### src/rtl/minsum_pkg.sv
package minsum_pkg;
  localparam int MSG_W   = 8;
  localparam int MAG_W   = MSG_W - 1;
  localparam int MAG_MAX = (1 << MAG_W) - 1;

  typedef logic signed [MSG_W-1:0] msg_t;
  typedef logic [MAG_W-1:0]        mag_t;

  // symmetric clip of a one-bit-wider sum to +/-MAG_MAX
  function automatic msg_t clip_sym(input logic signed [MSG_W:0] x);
    if (x > MAG_MAX)  return msg_t'(MAG_MAX);
    if (x < -MAG_MAX) return msg_t'(-MAG_MAX);
    return x[MSG_W-1:0];
  endfunction

  function automatic msg_t sub_sat(input msg_t a, input msg_t b);
    logic signed [MSG_W:0] d;
    d = {a[MSG_W-1], a} - {b[MSG_W-1], b};
    return clip_sym(d);
  endfunction

  function automatic msg_t add_sat(input msg_t a, input msg_t b);
    logic signed [MSG_W:0] s;
    s = {a[MSG_W-1], a} + {b[MSG_W-1], b};
    return clip_sym(s);
  endfunction

  function automatic logic is_neg(input msg_t v);
    return v[MSG_W-1];
  endfunction

  // valid for clipped values only (never -2^(MSG_W-1))
  function automatic mag_t mag_of(input msg_t v);
    msg_t n;
    n = -v;
    return v[MSG_W-1] ? n[MAG_W-1:0] : v[MAG_W-1:0];
  endfunction

  // 0.75 scaling without a multiplier
  function automatic mag_t scale_34(input mag_t m);
    return m - (m >> 2);
  endfunction

  function automatic msg_t apply_sign(input logic s, input mag_t m);
    msg_t p;
    p = msg_t'({1'b0, m});
    return s ? -p : p;
  endfunction
endpackage

### src/rtl/minsum_col_buf.sv
module minsum_col_buf #(
  parameter int LANES = 4,
  parameter int DEPTH = 8,
  localparam int AW   = $clog2(DEPTH),
  localparam int DW   = LANES * minsum_pkg::MSG_W
) (
  input  logic          clk,
  input  logic          we,
  input  logic [AW-1:0] waddr,
  input  logic [DW-1:0] wdata,
  input  logic [AW-1:0] raddr,
  output logic [DW-1:0] rdata
);
  logic [DW-1:0] mem [DEPTH];

  always_ff @(posedge clk) begin
    if (we) mem[waddr] <= wdata;
  end

  assign rdata = mem[raddr];
endmodule

### src/rtl/minsum_find_core.sv
module minsum_find_core
  import minsum_pkg::*;
#(
  parameter int LANES = 4,
  parameter int COL_W = 3
) (
  input  logic                   clk,
  input  logic                   rst_n,
  input  logic                   upd,
  input  logic                   start,
  input  logic [COL_W-1:0]       col,
  input  logic [LANES*MSG_W-1:0] v2c,
  output logic [LANES*MAG_W-1:0] min1,
  output logic [LANES*MAG_W-1:0] min2,
  output logic [LANES*COL_W-1:0] idx,
  output logic [LANES-1:0]       sgn
);
  for (genvar l = 0; l < LANES; l++) begin : g_lane
    msg_t             v;
    mag_t             m;
    mag_t             r_min1, r_min2;
    logic [COL_W-1:0] r_idx;
    logic             r_sgn;
    logic             new_low, new_second;

    assign v          = v2c[l*MSG_W +: MSG_W];
    assign m          = mag_of(v);
    assign new_low    = m < r_min1;
    assign new_second = !new_low && (m < r_min2);

    always_ff @(posedge clk) begin
      if (!rst_n) begin
        r_min1 <= mag_t'(MAG_MAX);
        r_min2 <= mag_t'(MAG_MAX);
        r_idx  <= '0;
        r_sgn  <= 1'b0;
      end else if (upd) begin
        if (start) begin
          r_min1 <= m;
          r_min2 <= mag_t'(MAG_MAX);
          r_idx  <= col;
          r_sgn  <= is_neg(v);
        end else begin
          r_sgn <= r_sgn ^ is_neg(v);
          if (new_low) begin
            r_min2 <= r_min1;
            r_min1 <= m;
            r_idx  <= col;
          end else if (new_second) begin
            r_min2 <= m;
          end
        end
      end
    end

    assign min1[l*MAG_W +: MAG_W] = r_min1;
    assign min2[l*MAG_W +: MAG_W] = r_min2;
    assign idx[l*COL_W +: COL_W]  = r_idx;
    assign sgn[l]                 = r_sgn;

    // ordering of the two tracked minima
    p_min_order_r2: assert property (@(posedge clk) disable iff (!rst_n)
      r_min1 <= r_min2);
  end
endmodule

### src/rtl/minsum_update_core.sv
module minsum_update_core
  import minsum_pkg::*;
#(
  parameter int LANES = 4,
  parameter int COL_W = 3
) (
  input  logic                   clk,
  input  logic                   rst_n,
  input  logic                   en,
  input  logic [COL_W-1:0]       col,
  input  logic [LANES*MSG_W-1:0] v2c,
  input  logic [LANES*MAG_W-1:0] min1,
  input  logic [LANES*MAG_W-1:0] min2,
  input  logic [LANES*COL_W-1:0] idx,
  input  logic [LANES-1:0]       sgn,
  output logic [LANES*MSG_W-1:0] new_msg,
  output logic [LANES*MSG_W-1:0] new_post
);
  for (genvar l = 0; l < LANES; l++) begin : g_lane
    msg_t v, c, p;
    mag_t sel, sc;
    logic at_min, s;

    assign v      = v2c[l*MSG_W +: MSG_W];
    assign at_min = (col == idx[l*COL_W +: COL_W]);
    assign sel    = at_min ? min2[l*MAG_W +: MAG_W] : min1[l*MAG_W +: MAG_W];
    assign sc     = scale_34(sel);
    assign s      = sgn[l] ^ is_neg(v);
    assign c      = apply_sign(s, sc);
    assign p      = add_sat(v, c);

    assign new_msg[l*MSG_W +: MSG_W]  = c;
    assign new_post[l*MSG_W +: MSG_W] = p;

    // scaled message magnitude never exceeds 0.75 of full scale
    p_msg_bound_r3: assert property (@(posedge clk) disable iff (!rst_n)
      en |-> (mag_of(c) <= scale_34(mag_t'(MAG_MAX))));
    // posterior stays inside the symmetric range
    p_post_range_r5: assert property (@(posedge clk) disable iff (!rst_n)
      en |-> (p != msg_t'(-(MAG_MAX + 1))));
  end
endmodule

### src/rtl/minsum_layer_proc.sv
module minsum_layer_proc
  import minsum_pkg::*;
#(
  parameter int LANES    = 4,
  parameter int MAX_COLS = 8,
  localparam int COL_W   = $clog2(MAX_COLS),
  localparam int BUS_W   = LANES * MSG_W
) (
  input  logic             clk,
  input  logic             rst_n,
  input  logic             in_valid,
  output logic             in_ready,
  input  logic             in_first,
  input  logic             in_last,
  input  logic [BUS_W-1:0] in_post,
  input  logic [BUS_W-1:0] in_cmsg,
  output logic             out_valid,
  input  logic             out_ready,
  output logic [BUS_W-1:0] out_msg,
  output logic [BUS_W-1:0] out_post,
  output logic             out_last
);
  typedef enum logic {ST_COLLECT, ST_EMIT} state_t;

  state_t           state;
  logic [COL_W-1:0] cnt, last_idx, rd_idx;
  logic [COL_W-1:0] cidx;
  logic [BUS_W-1:0] v2c_in, v2c_rd;
  logic [LANES*MAG_W-1:0] st_min1, st_min2;
  logic [LANES*COL_W-1:0] st_idx;
  logic [LANES-1:0]       st_sgn;

  // named events
  logic accept, col_start, hit_depth, layer_done, emit_fire, emit_end;

  assign in_ready   = (state == ST_COLLECT);
  assign out_valid  = (state == ST_EMIT);
  assign accept     = in_valid && in_ready;
  assign cidx       = in_first ? '0 : cnt;
  assign col_start  = (cidx == '0);
  assign hit_depth  = (cidx == COL_W'(MAX_COLS - 1));
  assign layer_done = accept && (in_last || hit_depth);
  assign emit_fire  = out_valid && out_ready;
  assign out_last   = out_valid && (rd_idx == last_idx);
  assign emit_end   = emit_fire && (rd_idx == last_idx);

  for (genvar l = 0; l < LANES; l++) begin : g_v2c
    assign v2c_in[l*MSG_W +: MSG_W] =
      sub_sat(in_post[l*MSG_W +: MSG_W], in_cmsg[l*MSG_W +: MSG_W]);

    // no value at the asymmetric extreme enters the layer
    p_v2c_sym_r1: assert property (@(posedge clk) disable iff (!rst_n)
      accept |-> (v2c_in[l*MSG_W +: MSG_W] != msg_t'(-(MAG_MAX + 1))));
  end

  always_ff @(posedge clk) begin
    if (!rst_n) begin
      state    <= ST_COLLECT;
      cnt      <= '0;
      last_idx <= '0;
      rd_idx   <= '0;
    end else begin
      case (state)
        ST_COLLECT: begin
          if (layer_done) begin
            state    <= ST_EMIT;
            last_idx <= cidx;
            cnt      <= '0;
            rd_idx   <= '0;
          end else if (accept) begin
            cnt <= cidx + COL_W'(1);
          end
        end
        ST_EMIT: begin
          if (emit_end) state <= ST_COLLECT;
          else if (emit_fire) rd_idx <= rd_idx + COL_W'(1);
        end
        default: state <= ST_COLLECT;
      endcase
    end
  end

  minsum_col_buf #(.LANES(LANES), .DEPTH(MAX_COLS)) u_buf (
    .clk   (clk),
    .we    (accept),
    .waddr (cidx),
    .wdata (v2c_in),
    .raddr (rd_idx),
    .rdata (v2c_rd)
  );

  minsum_find_core #(.LANES(LANES), .COL_W(COL_W)) u_find (
    .clk   (clk),
    .rst_n (rst_n),
    .upd   (accept),
    .start (col_start),
    .col   (cidx),
    .v2c   (v2c_in),
    .min1  (st_min1),
    .min2  (st_min2),
    .idx   (st_idx),
    .sgn   (st_sgn)
  );

  minsum_update_core #(.LANES(LANES), .COL_W(COL_W)) u_upd (
    .clk      (clk),
    .rst_n    (rst_n),
    .en       (out_valid),
    .col      (rd_idx),
    .v2c      (v2c_rd),
    .min1     (st_min1),
    .min2     (st_min2),
    .idx      (st_idx),
    .sgn      (st_sgn),
    .new_msg  (out_msg),
    .new_post (out_post)
  );

  // emit pass starts right after the closing column
  p_turn_r7: assert property (@(posedge clk) disable iff (!rst_n)
    layer_done |=> (out_valid && !in_ready));
  // collect pass resumes after the final output handshake
  p_resume_r7: assert property (@(posedge clk) disable iff (!rst_n)
    (emit_fire && out_last) |=> (in_ready && !out_valid));
  // stalled outputs stay put
  p_hold_r8: assert property (@(posedge clk) disable iff (!rst_n)
    (out_valid && !out_ready) |=>
      (out_valid && $stable(out_msg) && $stable(out_post) && $stable(out_last)));
  // reaching the storage depth closes the layer
  p_autoend_r9: assert property (@(posedge clk) disable iff (!rst_n)
    (accept && !in_last && hit_depth) |=> out_valid);
endmodule

### config.mk
export PLATFORM = sky130hd
export DESIGN_NAME = minsum_layer_proc
export DESIGN_NICKNAME = d
export VERILOG_FILES = /design/src/rtl/minsum_pkg.sv /design/src/rtl/minsum_col_buf.sv /design/src/rtl/minsum_find_core.sv /design/src/rtl/minsum_update_core.sv /design/src/rtl/minsum_layer_proc.sv
export SDC_FILE = /design/constraint.sdc
export NUM_CORES = 1
export LEC_CHECK = 0
export ABC_AREA = 1
export BUFFER_PORTS_ARGS = -buffer_cell sky130_fd_sc_hd__buf_2
export CORE_MARGIN = 2
export CORE_UTILIZATION = 55
export DETAILED_ROUTE_END_ITERATION = 12
export GPL_ROUTABILITY_DRIVEN = 0
export GPL_TIMING_DRIVEN = 0
export PLACE_DENSITY = 0.78
export SLEW_MARGIN = 30
export SYNTH_ARGS = -nofsm -noshare
export SYNTH_HDL_FRONTEND = slang
export SYNTH_SLANG_ARGS = --single-unit
### constraint.sdc
create_clock -name clk -period 5.85 [get_ports clk]
set_input_delay 0.8775 -clock clk [delete_from_list [all_inputs] [get_ports clk]]
set_output_delay 0.8775 -clock clk [all_outputs]
set_load 0.05 [all_outputs]
==> flow_summary_export.csv, run 1 <==
group,metric,value,unit
run_status,status,"finished clean",
setup_path,crit_path_end_kind,"output port",
placement,detailedPlace.worstSlack,-676,ps
setup_path,startpoint_type,"flop",
floorplan,design.die.area,41600,sq um
timing,final_worst_hold_slack,471,ps
clocking,cts-buffers-inserted,35,
timing,finalSetupViolations,0,
floorplan,die_x,204,um
synth,yosys.area.top_type,"sky130_fd_sc_hd__edfxtp_1",
timing,worst_slew_pin_slew,1030,ps
clocking,cts_sinks,341,
synth,synthesis.area,22000,sq um
clocking,insertion_delay_to_the_later_sink_of_the_worst_skew_pair,530,ps
clocking,cts-root-to-sink-buffers,3,
setup_path,setup.reg_to_reg.worst_slack,2500,ps
timing,period_needed,5660,ps
clocking,root_buffer,"sky130_fd_sc_hd__clkbuf_16",
global_routing,grt_pass1_vias,19620,
power_and_ir_drop,cellLeakagePower,0.0120,uW
synth,synth_top_area_share,35.0,%
synth,synthFlopType,"sky130_fd_sc_hd__edfxtp_1",
hold_path,hp-class,"reg -> reg",
timing,worst_slew_margin_rel,31.4,%
floorplan,floorplan.initialDensity,55.6,%
floorplan,floorplan.die.height,204,um
placement,placed_cells,3395,
detailed_routing,drt-vias-per-instance,5.82,
synth,yosys_reg_bits,341,
layout,final_net_count,3128,
synth,postSynthNetCount,2937,
global_routing,grt_antenna_before_repair,0,
setup_path,worst_setup_path_endpoint,"out_post[4]",
timing,grt_setup_unrepaired,"true",
synth,ys_seq_area_share,42.7,%
clocking,cts-hold-fix-buffers,0,
layout,post_route_cells_drive_above_1_share,15.3,%
timing,worst_clock_skew,20.3,ps
layout,antenna_cells,0,
power_and_ir_drop,post-layout-total-power,15900,uW
synth,synth_most_common_cell,"sky130_fd_sc_hd__nand2_1",
clocking,tritoncts,"done",
timing,final-hold-violation-count,0,
synth,synth.top_cells.by_count,"771 x sky130_fd_sc_hd__nand2_1, 353 x sky130_fd_sc_hd__inv_1, 280 x sky130_fd_sc_hd__nand3_1, 256 x sky130_fd_sc_hd__edfxtp_1, 144 x sky130_fd_sc_hd__a21oi_1",
detailed_routing,post_route_wl,64100,um
floorplan,ioPinCount,137,
timing,final_min_period_over_clock_period,96.8,%
timing,fmaxAchievable,177,MHz
global_routing,grt-ovfl-total,0,
power_and_ir_drop,cellPowerDensity,626,nW/um^2
clocking,clkTransAtPathRegs,60,ps
floorplan,coreArea,39500,sq um
synth,synth.lib_cells_used.distinct,57,
global_routing,grt_max_degree,21,
detailed_routing,post_drt_wl_per_cell,18.5,um
placement,dp.final_hpwl,47500,um
synth,synth_enable_flop_cells,256,
detailed_routing,drt.antenna.violating_nets,0,
setup_path,worst_r2r_path_depth,8,
flow_run,count_of_max_cap_constraint_violations,0,
timing,slew_violations,0,
setup_path,worst_r2r_endpoint,"u_buf.mem[1][21]",
global_routing,grt_first_pass_wirelength,100000,um
setup_path,worst-setup-path-type,"reg -> out",
layout,p_r_area_growth_vs_syn,15.5,%
power_and_ir_drop,irDropWorstVdd,0.846,mV
detailed_routing,drt_iter0_markers,2041,
layout,stdcell_count,3465,
synth,post_synth_inst_count,2724,
detailed_routing,detailroute.via_count,20161,
setup_path,worst-endpoint-required,4970,ps
placement,port_buffers,136,
global_routing,global_route.usage.total,30.4,%
floorplan,fp-row-count,73,
detailed_routing,drt_pass1_iterations,5,
setup_path,path_max_fanout,10,
detailed_routing,residual_drc,0,
setup_path,timing.rr.start,"out_valid",
synth,postSynthAreaPerCell,8.07,sq um
clocking,cts.htree.levels,2,
synth,synthArstFlopShare,0,%
synth,ys_warn_count,0,
synth,yosys-top-cells-area,"sky130_fd_sc_hd__edfxtp_1 35%, sky130_fd_sc_hd__nand2_1 13%, sky130_fd_sc_hd__dfxtp_1 7.7%",
timing,setup_slack,190,ps
placement,place_area,23600,sq um
layout,fin_area,25400,sq um
setup_path,arrival,4780,ps
[layout make-up]
class / count / area, sq um
Tap cell: 525 / 657
Clock inverter: 15 / 115
Fill cell: 3138 / 14200
Buffer: 83 / 447
Sequential cell: 341 / 9400
Inverter: 365 / 1380
Clock buffer: 47 / 925
Timing Repair Buffer: 156 / 1150
Multi-Input combinational cell: 1933 / 11300
[sequential cells by signal (all words and copies together), names as in the netlist, named ones only]
signal / flops
u_buf.mem: 256
u_find.g_lane.r_min1: 28
u_find.g_lane.r_min2: 28
u_find.g_lane.r_idx: 12
u_find.g_lane.r_sgn: 4
cnt: 3
last_idx: 3
rd_idx: 3
out_valid: 1
[logic make-up after synthesis]
kind of cell	count (synthesis)	synth area share [%]
adder cells (fa/ha/maj)	143	8.42
AND/OR/NAND/NOR	1363	27.8
buffers and inverters	450	8.12
flip-flops	341	42.7
AO/OA/AOI/OAI	351	9.78
XOR/XNOR	76	3.20
[critical path, stage by stage (launching register included)]
cell and delay, ps:
sky130_fd_sc_hd__dfxtp_1 360, sky130_fd_sc_hd__inv_1 170, sky130_fd_sc_hd__clkbuf_2 330, sky130_fd_sc_hd__clkbuf_1 480, sky130_fd_sc_hd__buf_1 630, sky130_fd_sc_hd__nand3_1 200, sky130_fd_sc_hd__a32o_1 330, sky130_fd_sc_hd__ha_1 360
sky130_fd_sc_hd__nand2_1 80, sky130_fd_sc_hd__o21ai_2 150, sky130_fd_sc_hd__a21oi_1 80, sky130_fd_sc_hd__o21ai_1 210, sky130_fd_sc_hd__xor2_1 210, sky130_fd_sc_hd__inv_1 60, sky130_fd_sc_hd__nand4_1 80, sky130_fd_sc_hd__nand3_1 90
sky130_fd_sc_hd__nand2_2 130, sky130_fd_sc_hd__nand2_1 70, sky130_fd_sc_hd__nand2_1 60, sky130_fd_sc_hd__buf_4 190
[layer usage]
layer,GRT usage [%],share of wire (%)
met1,39.5,39
met2,51.9,49
met3,4.61,9.4
met4,10.6,3.2
met5,0,0
[worst min path at each step]
stage	cells after the start	to	slack, ps	start
2_1_floorplan	2	u_find.g_lane[3].r_idx[1]	440	u_find.g_lane[3].r_idx[1]
3_3_place_gp	2	cnt[0]	450	cnt[0]
3_5_place_dp	2	cnt[2]	460	cnt[2]
4_1_cts	2	cnt[2]	470	cnt[2]
5_1_grt	2	u_find.g_lane[3].r_idx[1]	500	u_find.g_lane[3].r_idx[1]
6_report	2	u_find.g_lane[3].r_idx[1]	470	u_find.g_lane[3].r_idx[1]
[repair_timing]
action	in CTS	in global routing
setup endpoints to repair	46	82
setup buffers	1	8
resized for setup	46	163
pin swaps	1	28
gates cloned	0	1
[cell usage in the layout (no fill, tap or decap), types with 70 or more instances in the layout]
cell,Yosys,final
sky130_fd_sc_hd__dfxtp_1,85,82
sky130_fd_sc_hd__o21ai_0,92,73
sky130_fd_sc_hd__inv_1,353,349
sky130_fd_sc_hd__ha_1,135,125
sky130_fd_sc_hd__nand2_1,771,762
sky130_fd_sc_hd__nand2_2,64,73
sky130_fd_sc_hd__buf_2,9,116
sky130_fd_sc_hd__a21oi_1,144,134
sky130_fd_sc_hd__nor2_1,115,104
sky130_fd_sc_hd__nand4_1,70,70
sky130_fd_sc_hd__edfxtp_1,256,256
sky130_fd_sc_hd__nand3_1,280,278
[power by group]
group	total [uW]	leakage (uW)	internal (uW)	switching, uW
registers	2940	0.00301	2850	91.1
clock network	2090	0.000511	1160	928
logic	10800	0.00850	3390	7460
total	15900	0.0120	7400	8480
[stage by stage]
stage	setup TNS [ps]	utilization (%)
6_report	0	64.2
5_1_grt	-1220	64.2
3_3_place_gp	-7600	58.9
3_5_place_dp	-15270	59.7
4_1_cts	0	62.6
2_1_floorplan	0	-
(Power assumes the default switching activity.)
==> inputs of run 2 (changes only) <==
Settings changed: SETUP_SLACK_MARGIN set to 0.5.
==> flow_summary_export.csv, run 2 (synthesis gave the netlist of run 1 again) <==
group,metric,value,unit
run_status,status,"finished clean",
floorplan,fp-row-count,73,
global_routing,grt_antenna_before_repair,0,
setup_path,arrival,4890,ps
placement,detailedPlace.worstSlack,-528,ps
clocking,cts-buffers-inserted,36,
clocking,insertion_delay_to_the_later_sink_of_the_worst_skew_pair,540,ps
timing,worst_clock_skew,23.2,ps
timing,worst_slew_pin_slew,975,ps
timing,final_min_period_over_clock_period,98.7,%
setup_path,critical-path-top-cell-by-count,"sky130_fd_sc_hd__buf_4",
layout,top_register,"u_buf.mem",
floorplan,coreArea,39500,sq um
setup_path,crit_path_max_incr_delay,330,ps
layout,final_net_count,3243,
setup_path,cp.buffers_inverters,11,
placement,dp.final_hpwl,47100,um
layout,most-common-layout-cells,"680 x sky130_fd_sc_hd__nand2_1, 319 x sky130_fd_sc_hd__inv_1, 267 x sky130_fd_sc_hd__nand3_1",
timing,worst_slew_margin_rel,34.7,%
setup_path,critical_path.top_delay_family,"buffers and inverters",
layout,nFillCells,2700,
layout,antenna_cells,0,
setup_path,cpMaxStageDelayCell,"sky130_fd_sc_hd__dfxtp_2",
hold_path,hp-class,"reg -> reg",
global_routing,global_route.usage.total,31.5,%
clocking,tritoncts,"done",
global_routing,grt_first_pass_wirelength,104000,um
layout,layout.cells.most_common,"sky130_fd_sc_hd__nand2_1",
flow_run,count_of_max_cap_constraint_violations,0,
global_routing,grt_pass1_vias,20341,
detailed_routing,drt_iter0_markers,2148,
detailed_routing,post_drt_wl_per_cell,19.6,um
layout,utilization,70.1,%
clocking,clkTransAtPathRegs,60,ps
setup_path,path_max_fanout,7,
detailed_routing,post_route_wl,70400,um
global_routing,grt_max_degree,22,
detailed_routing,detailroute.via_count,21452,
setup_path,startpoint_type,"flop",
clocking,cts.htree.levels,2,
timing,setup_slack,78.3,ps
detailed_routing,drt.antenna.violating_nets,0,
layout,number_of_flip_flops_in_the_largest_register,256,
timing,slew_violations,0,
setup_path,worst-endpoint-required,4970,ps
setup_path,crit_path_end_kind,"output port",
detailed_routing,drt_pass1_iterations,6,
clocking,root_buffer,"sky130_fd_sc_hd__clkbuf_16",
floorplan,die_x,204,um
timing,fmaxAchievable,173,MHz
setup_path,worst-setup-path-type,"reg -> out",
floorplan,ioPinCount,137,
detailed_routing,drt-vias-per-instance,5.99,
clocking,cts_sinks,341,
layout,p_r_area_growth_vs_syn,26.3,%
floorplan,floorplan.initialDensity,55.6,%
timing,finalSetupViolations,0,
detailed_routing,residual_drc,0,
floorplan,design.die.area,41600,sq um
placement,port_buffers,136,
timing,grt_setup_unrepaired,"true",
clocking,cts-root-to-sink-buffers,3,
layout,reg_top3,"u_buf.mem: 256 flops, u_find.g_lane.r_min1: 28 flops, u_find.g_lane.r_min2: 28 flops",
floorplan,floorplan.die.height,204,um
timing,final-hold-violation-count,0,
layout,post_route_cells_drive_above_1_share,25.3,%
timing,period_needed,5770,ps
global_routing,grt-ovfl-total,0,
## run 2: routing by layer
metal	wire length (um)	up-vias	GRT usage, %
li1	-	9788	-
met1	25700	10089	39.2
met2	34300	1273	54.3
met3	7020	302	5.25
met4	3370	0	13.2
met5	0	-	0
## run 2: through the flow
stage / hold WS (ps) / cells / setup TNS (ps) / instance area [sq um]
final: 479 / 3583 / 0 / 27700
after CTS: 470 / 3527 / 0 / 26300
after global routing: 508 / 3583 / -127 / 27700
after detailed placement: 461 / 3397 / -10650 / 23800
after global placement: 453 / 3385 / -5440 / 23400
after floorplan: 444 / 2724 / 0 / 22000
## run 2: worst reg2reg max path: cells and delay by family (launching register included)
family,cells,cell delay [ps]
buffers and inverters,5,1490
flip-flops,1,370
AND/OR/NAND/NOR,3,1270
## run 2: layout make-up
| cell class | count | area (sq um) | share of cell area (%) |
|---|---|---|---|
| Buffer | 85 | 497 | 1.79 |
| Clock buffer | 47 | 952 | 3.43 |
| Clock inverter | 19 | 155 | 0.559 |
| Inverter | 365 | 1420 | 5.10 |
| Multi-Input combinational cell | 1933 | 12500 | 45.0 |
| Sequential cell | 341 | 9400 | 33.9 |
| Tap cell | 525 | 657 | 2.37 |
| Timing Repair Buffer | 268 | 2190 | 7.90 |
## run 2: worst paths after layout
check             cells after the start  startpoint                to  slack, ps
setup / recovery                     29   rd_idx[2]      out_post[14]         80
hold / removal                        2      cnt[2]            cnt[2]        480
setup reg to reg                      8   out_valid  u_buf.mem[0][11]       2410
hold reg to reg                       2      cnt[2]            cnt[2]        480
## run 2: timing repair
item                       in CTS  in global routing
hold buffers                    0                  0
pin swaps                      70                127
setup buffers                  63                 55
setup endpoints to repair      73                100
hold endpoints to repair        0                  0
resized for setup             261                253
gates cloned                    1                  1
Power of run 2 is not shown: default switching activity piles up to over one toggle a cycle in this logic, so the estimate is an artifact.
